<file path="config.mk">
export PLATFORM = sky130hd
export DESIGN_NAME = sabd_acc
export DESIGN_NICKNAME = d
export VERILOG_FILES = /design/src/rtl/sabd_acc.sv
export SDC_FILE = /design/constraint.sdc
export NUM_CORES = 2
export LEC_CHECK = 0
export BUFFER_PORTS_ARGS = -buffer_cell sky130_fd_sc_hd__buf_2
export CAP_MARGIN = 25
export CORE_ASPECT_RATIO = 1.75
export CORE_MARGIN = 3
export CORE_UTILIZATION = 31
export CTS_BUF_LIST = sky130_fd_sc_hd__clkbuf_4
export DETAILED_ROUTE_END_ITERATION = 16
export PLACE_DENSITY_LB_ADDON = 0.3
export SKIP_LAST_GASP = 1
export SLEW_MARGIN = 20
export SYNTH_ARGS = -nofsm -noshare
export SYNTH_HDL_FRONTEND = slang
export SYNTH_SLANG_ARGS = --single-unit
</file>
<file path="constraint.sdc">
create_clock -name clk -period 10.8 [get_ports clk]
set_input_delay 0 -clock clk [delete_from_list [all_inputs] [get_ports clk]]
set_output_delay 0 -clock clk [all_outputs]
set_load 0.02 [all_outputs]
</file>
<file path="src/rtl/sabd_acc.sv">
module sabd_acc #(
  parameter int VLEN = 128
) (
  input  logic            clk,
  input  logic            rst,
  input  logic            in_valid,
  input  logic [1:0]      size_code,
  input  logic [VLEN-1:0] src_a,
  input  logic [VLEN-1:0] src_b,
  input  logic [VLEN-1:0] acc_in,
  output logic            out_valid,
  output logic [VLEN-1:0] acc_out
);
  localparam int NSZ = 4;

  logic [VLEN-1:0] res [NSZ];
  logic [VLEN-1:0] next_acc;

  for (genvar s = 0; s < NSZ; s++) begin : g_size
    localparam int W = 8 << s;
    localparam int N = VLEN / W;
    for (genvar l = 0; l < N; l++) begin : g_lane
      logic signed [W:0] ea, eb, dd;
      logic [W-1:0] mag;
      assign ea  = {src_a[l*W+W-1], src_a[l*W +: W]};
      assign eb  = {src_b[l*W+W-1], src_b[l*W +: W]};
      assign dd  = eb - ea;
      assign mag = dd[W] ? ('0 - dd[W-1:0]) : dd[W-1:0];
      assign res[s][l*W +: W] = acc_in[l*W +: W] + mag;
    end
  end

  assign next_acc = res[size_code];

  always_ff @(posedge clk) begin
    if (rst) begin
      out_valid <= 1'b0;
      acc_out   <= '0;
    end else begin
      out_valid <= in_valid;
      if (in_valid) acc_out <= next_acc;
    end
  end
endmodule


</file>
* After elaboration in Yosys (flattened, before gate mapping)
Index checks and enable logic that the tools add are counted.
** Word-level totals
- Bits in registers :: 129
- Input port bits :: 389
- Output and inout bits :: 129
- Word-level logic and storage cells :: 127
** Operators by class
- Add/subtract/negate cells :: 90
- Order comparisons :: 1
- Muxes and demuxes :: 33
- Bitwise gates (word level) :: 1
** Operators with widths (number)
- $bmux 128 s2 :: 1
- $mux 128 :: 2
- $sub 8x8->9 :: 16
- $sub 16x16->17 :: 8
- $sub 32x32->33 :: 4
- $sub 64x64->65 :: 2
- $add 16x16->16 :: 8
- $add 32x32->32 :: 4
- $add 64x64->64 :: 2
- $add 8x8->8 :: 16
- $mux 16 :: 8
- $mux 32 :: 4
- $mux 64 :: 2
- $mux 8 :: 16
- $sub 1x16->16 const A :: 8
- $sub 1x32->32 const A :: 4
- $sub 1x64->64 const A :: 2
- $sub 1x8->8 const A :: 16
- $ge 3x3->1 const B :: 1
- $not 2->3 :: 1

* Longest topological paths before layout
- Depth after elaboration :: 7
- Depth in mapped cells :: 33
- Depth with buffers taken out :: 31

* Least setup slack after synthesis
OpenSTA, ideal clock, no wires.
- Kind :: input port to flip-flop
- Start point :: input src_b[0]
- End point :: register acc_out[56]
- Data arrival time :: 7.446 ns
- Data required time :: 10.719 ns
- Path slack :: 3.273 ns
- Stages on the path :: 31
- Path through :: inv_1 ha_1 fa_1 nor2b_1 o221ai_1 a211o_1 a2111oi_2 nor3_1 o31ai_2 a21bo_2 a21o_1 xnor2_1 clkbuf_1 buf_1 nor2_1 xor2_1 ha_1 a21o_1 a21o_1 a21o_1 a21oi_1 o21ai_0 a31oi_1 o21ai_0 a31o_2 a31o_2 a2111oi_0 o31ai_1 a2111oi_0 a41oi_1 a41oi_1
** Between the ends
- Cells in the longest elaborated chain, start to end :: 7
** Ends and longest elaborated chain
- start, declared :: line 9 : input logic [VLEN-1:0] src_b,
- $sub 64x64->65 * :: line 27 : assign dd = eb - ea;
- $sub 1x64->64 :: line 28 : assign mag = dd[W] ? ('0 - dd[W-1:0]) : dd[W-1:0];
- $mux 64 * :: line 28
- $add 64x64->64 * :: line 29 : assign res[s][l*W +: W] = acc_in[l*W +: W] + mag;
- $bmux 128 s2 * :: line 33 : assign next_acc = res[size_code];
- $mux 128 (not written as such) * (2 in a row) :: line 33
- end signal, assigned :: line 41 : if (in_valid) acc_out <= next_acc;
- end, declared :: line 12 : output logic [VLEN-1:0] acc_out
Mark *: on every way between the ends. The rest lies on a longest branch, timed or not. The select of a mux whose other input is x is not followed.
A chain may end at the register's enable or synchronous reset.

* Final worst setup path
- Start point :: input src_b[64]
- End point :: register acc_out[126]
Same word-level chain as after synthesis.

==> qor.json <==
{
  "clk_path_buf_depth": {"value": 2},
  "drt-initial-drc-count": {"value": 4121},
  "number_of_enable_type_register_cells_in_the_synthesized_netlist": {"value": 0},
  "rows": {"value": 195},
  "io-pin-count": {"value": 518},
  "syn-mean-instance-area": {"value": 7.13, "unit": "um2"},
  "crit_top_cell": {"value": "sky130_fd_sc_hd__a21oi_1"},
  "setup-tns-final": {"value": 0, "unit": "ns"},
  "slew_viol_final": {"value": 0},
  "holdPathStages": {"value": 6},
  "route.detailed.wl_per_inst": {"value": 24.3, "unit": "um"},
  "port_buffers": {"value": 517},
  "pin_count_of_the_biggest_net_entering_global_routing": {"value": 63},
  "power.density": {"value": 205, "unit": "mW/mm2"},
  "count_of_nets_after_finishing": {"value": 8755},
  "power.net_switching": {"value": 6.60, "unit": "mW"},
  "ys_types": {"value": 98},
  "critPathMaxStageDelay": {"value": 0.80, "unit": "ns"},
  "power_switching_share": {"value": 55.4, "unit": "%"},
  "most-common-layout-cells": {"value": "sky130_fd_sc_hd__xnor2_1, sky130_fd_sc_hd__a21oi_1, sky130_fd_sc_hd__nor2_1"},
  "numPlacedInstances": {"value": 9599},
  "worst_slew_pin_slew": {"value": 1.18, "unit": "ns"},
  "cts_tree": {"value": "done"},
  "root_buffer": {"value": "sky130_fd_sc_hd__clkbuf_4"},
  "numClockSinks": {"value": 129},
  "pwr-share-seq": {"value": 6.2, "unit": "%"},
  "cap_viol_max_count": {"value": 0},
  "fin_crit": {"value": 9.74, "unit": "ns"},
  "routed_wirelength": {"value": 240000, "unit": "um"},
  "firstDrtPassIters": {"value": 9},
  "timing.critical_path.arrival": {"value": 10.55, "unit": "ns"},
  "setup_violations": {"value": 0},
  "layout-drive-gt1-share": {"value": 10.5, "unit": "%"},
  "critical_path.endpoint_type": {"value": "flop"},
  "global_route_wire_length_before_repair": {"value": 347000, "unit": "um"},
  "worst_setup_start_kind": {"value": "input pin"},
  "post_dp_cell_area": {"value": 0.0555, "unit": "mm2"},
  "die_width": {"value": 311, "unit": "um"},
  "timing.max_slew.rel_slack": {"value": 21.5, "unit": "%"},
  "p_comb_share": {"value": 89.8, "unit": "%"},
  "status": {"value": "complete, no violations"},
  "synth_cells": {"value": 7083},
  "dr_total_vias": {"value": 56500},
  "hpwlAfterDp": {"value": 203000, "unit": "um"},
  "floorplan.initialDensity": {"value": 31.3, "unit": "%"},
  "coreArea": {"value": 0.162, "unit": "mm2"},
  "required_time_reported_for_the_critical_path_endpoint": {"value": 11.60, "unit": "ns"},
  "cts_htree_levels": {"value": 4},
  "clk_latency": {"value": 0.85, "unit": "ns"},
  "cts.clk_slew.worst_paths": {"value": 0.16, "unit": "ns"},
  "worstReg2RegStart": {"value": "acc_out[124]"},
  "max-vdd-ir-drop": {"value": 0.133, "unit": "mV"},
  "synthDominantAreaCellType": {"value": "sky130_fd_sc_hd__ha_1"},
  "min_period_over_period": {"value": 90.2, "unit": "%"},
  "layout.cells.most_common": {"value": "sky130_fd_sc_hd__xnor2_1"},
  "whs_endpoint": {"value": "acc_out[82]"},
  "skew": {"value": 0, "unit": "ns"},
  "timing.hold.worst.start": {"value": "acc_in[82]"},
  "power_frac_clock": {"value": 4.0, "unit": "%"},
  "tritoncts_buffers": {"value": 17},
  "instances_no_fill": {"value": 9889},
  "worst-path-max-fanout": {"value": 9},
  "reg2reg_slack": {"value": 9.17, "unit": "ns"},
  "p_int": {"value": 5.31, "unit": "mW"},
  "post_synth_instance_area": {"value": 0.0505, "unit": "mm2"},
  "netlist_top_cells_area": {"value": "sky130_fd_sc_hd__ha_1, sky130_fd_sc_hd__xnor2_1, sky130_fd_sc_hd__a21oi_1"},
  "die_height": {"value": 540, "unit": "um"},
  "final_antenna_net_count": {"value": 0},
  "design.die.area": {"value": 0.168, "unit": "mm2"},
  "routabilityCongestion": {"value": 1.02},
  "grt.total_usage": {"value": 27.2, "unit": "%"},
  "area_delta_synth_final": {"value": 15.2, "unit": "%"},
  "critical-path-slowest-cell": {"value": "sky130_fd_sc_hd__xnor2_2"},
  "crit-reg2reg-capture": {"value": "acc_out[124]"},
  "synth-seq-area-share": {"value": 5.11, "unit": "%"},
  "critPathKind": {"value": "in2reg"},
  "timing.reg2reg.worst_path_depth": {"value": 5},
  "rsz0062_at_grt": {"value": "false"},
  "vias_per_cell": {"value": 5.71},
  "postSynthRegisterBits": {"value": 129},
  "leakagePower": {"value": 25.6, "unit": "nW"},
  "final_area": {"value": 0.0582, "unit": "mm2"},
  "post-route-drc-count": {"value": 0},
  "hold_viol_final": {"value": 0},
  "worstHoldPathType": {"value": "in2reg"},
  "clock.fmax": {"value": 0.103, "unit": "GHz"},
  "post_cts_resize_count": {"value": 0},
  "yosys_most_used_dff": {"value": "sky130_fd_sc_hd__dfxtp_1"},
  "antenna_found_initial": {"value": 31},
  "synth_nets": {"value": 8155},
  "grt_pass1_vias": {"value": 56200},
  "synthArstFlopShare": {"value": 0, "unit": "%"},
  "area_fraction_of_the_dominant_cell_type_after_synthesis": {"value": 15.8, "unit": "%"},
  "globalRoute.totalOverflow": {"value": 0},
  "synth.yosys.warnings": {"value": 0}
}
worst max-delay path by stage:
stage                    from      endpoint  slack, ns  cells past startpoint
floorplan            src_b[0]   acc_out[56]       3.27                     31
global placement    src_b[64]  acc_out[127]       1.13                     31
detailed placement  src_b[64]  acc_out[127]       1.16                     31
CTS                 src_b[64]  acc_out[126]       1.30                     36
global route        src_b[64]  acc_out[126]       0.65                     36
finish              src_b[64]  acc_out[126]       1.06                     36
through the flow:
stage               power (mW)  setup slack (ns)  hold slack (ns)  util, %
detailed placement        10.9              1.16            0.420     34.4
global route              12.8             0.653           0.0923     36.0
finish                    11.9              1.06            0.130     36.0
CTS                       11.8              1.30          0.00232     36.0
floorplan                 8.02              3.27            0.218        -
global placement          10.7              1.13            0.407     34.4
worst max-delay path: cells and delay by family:
| family | cells | cell delay [ns] |
|---|---|---|
| simple gates | 8 | 2.18 |
| xor+xnor | 2 | 0.94 |
| compound gates | 15 | 4.02 |
| buf+inv | 8 | 2.39 |
| fa+ha+maj | 3 | 0.99 |
power by group through the flow:
stage,clock (mW),combinational (mW),sequential [mW]
6_report,0.481,10.7,0.735
5_1_grt,0.503,11.6,0.748
4_1_cts,0.499,10.6,0.730
3_5_place_dp,0,10.1,0.739
3_3_place_gp,0,10.0,0.742
2_1_floorplan,0,7.16,0.864
cell families after synthesis:
group | after synthesis | synth area share [%]
DFF | 129 | 5.11
buffers and inverters | 627 | 4.71
adders and majority gates | 683 | 17.6
xor gates and xnor gates | 1125 | 19.5
AOI/OAI and AO/OA | 2214 | 28.0
and+or+nand+nor | 2149 | 20.3
muxes | 156 | 4.83
area by class of cell:
| type | count | area (um2) |
|---|---|---|
| clock inverters | 15 | 200 |
| inverters | 388 | 1460 |
| fillers | 17500 | 103000 |
| diodes | 26 | 65.1 |
| multi-input cells | 6327 | 45600 |
| clock buffers | 17 | 128 |
| repair buffers | 820 | 5450 |
| well taps | 2167 | 2710 |
| flip-flops and latches | 129 | 2580 |
synthesized netlist by cell type (all sizes together), types with 51 or more instances:
library cell,n
nand2b,80
ha,637
dfxtp,129
xor2,336
or3,74
a21o,280
mux2i,73
nand2,599
o21a,78
o21ai,429
clkbuf,197
inv,387
nor2,664
nor3,149
a31oi,79
a211oi,65
and2,52
o21bai,147
o31ai,53
nor2b,65
nand3,108
nand4,97
a21oi,715
xnor2,789
mux4,69
nor4,51
routing by layer:
metal	up-vias	part of all wire (%)	track usage, %
met3	713	5.7	4.01
li1	26900	-	-
met1	26700	36	27.6
met5	-	0.041	0
met2	2132	50	50.5
met4	18	8.3	19.7
sequential cells by signal (all words and copies together), names as in the netlist:
register / cells
out_valid: 1
acc_out: 128
what timing repair did:
item	4_1_cts	5_1_grt
hold buffers	229	0
hold endpoints to repair	128	0
setup buffers	0	0
(Power assumes the default switching activity.)
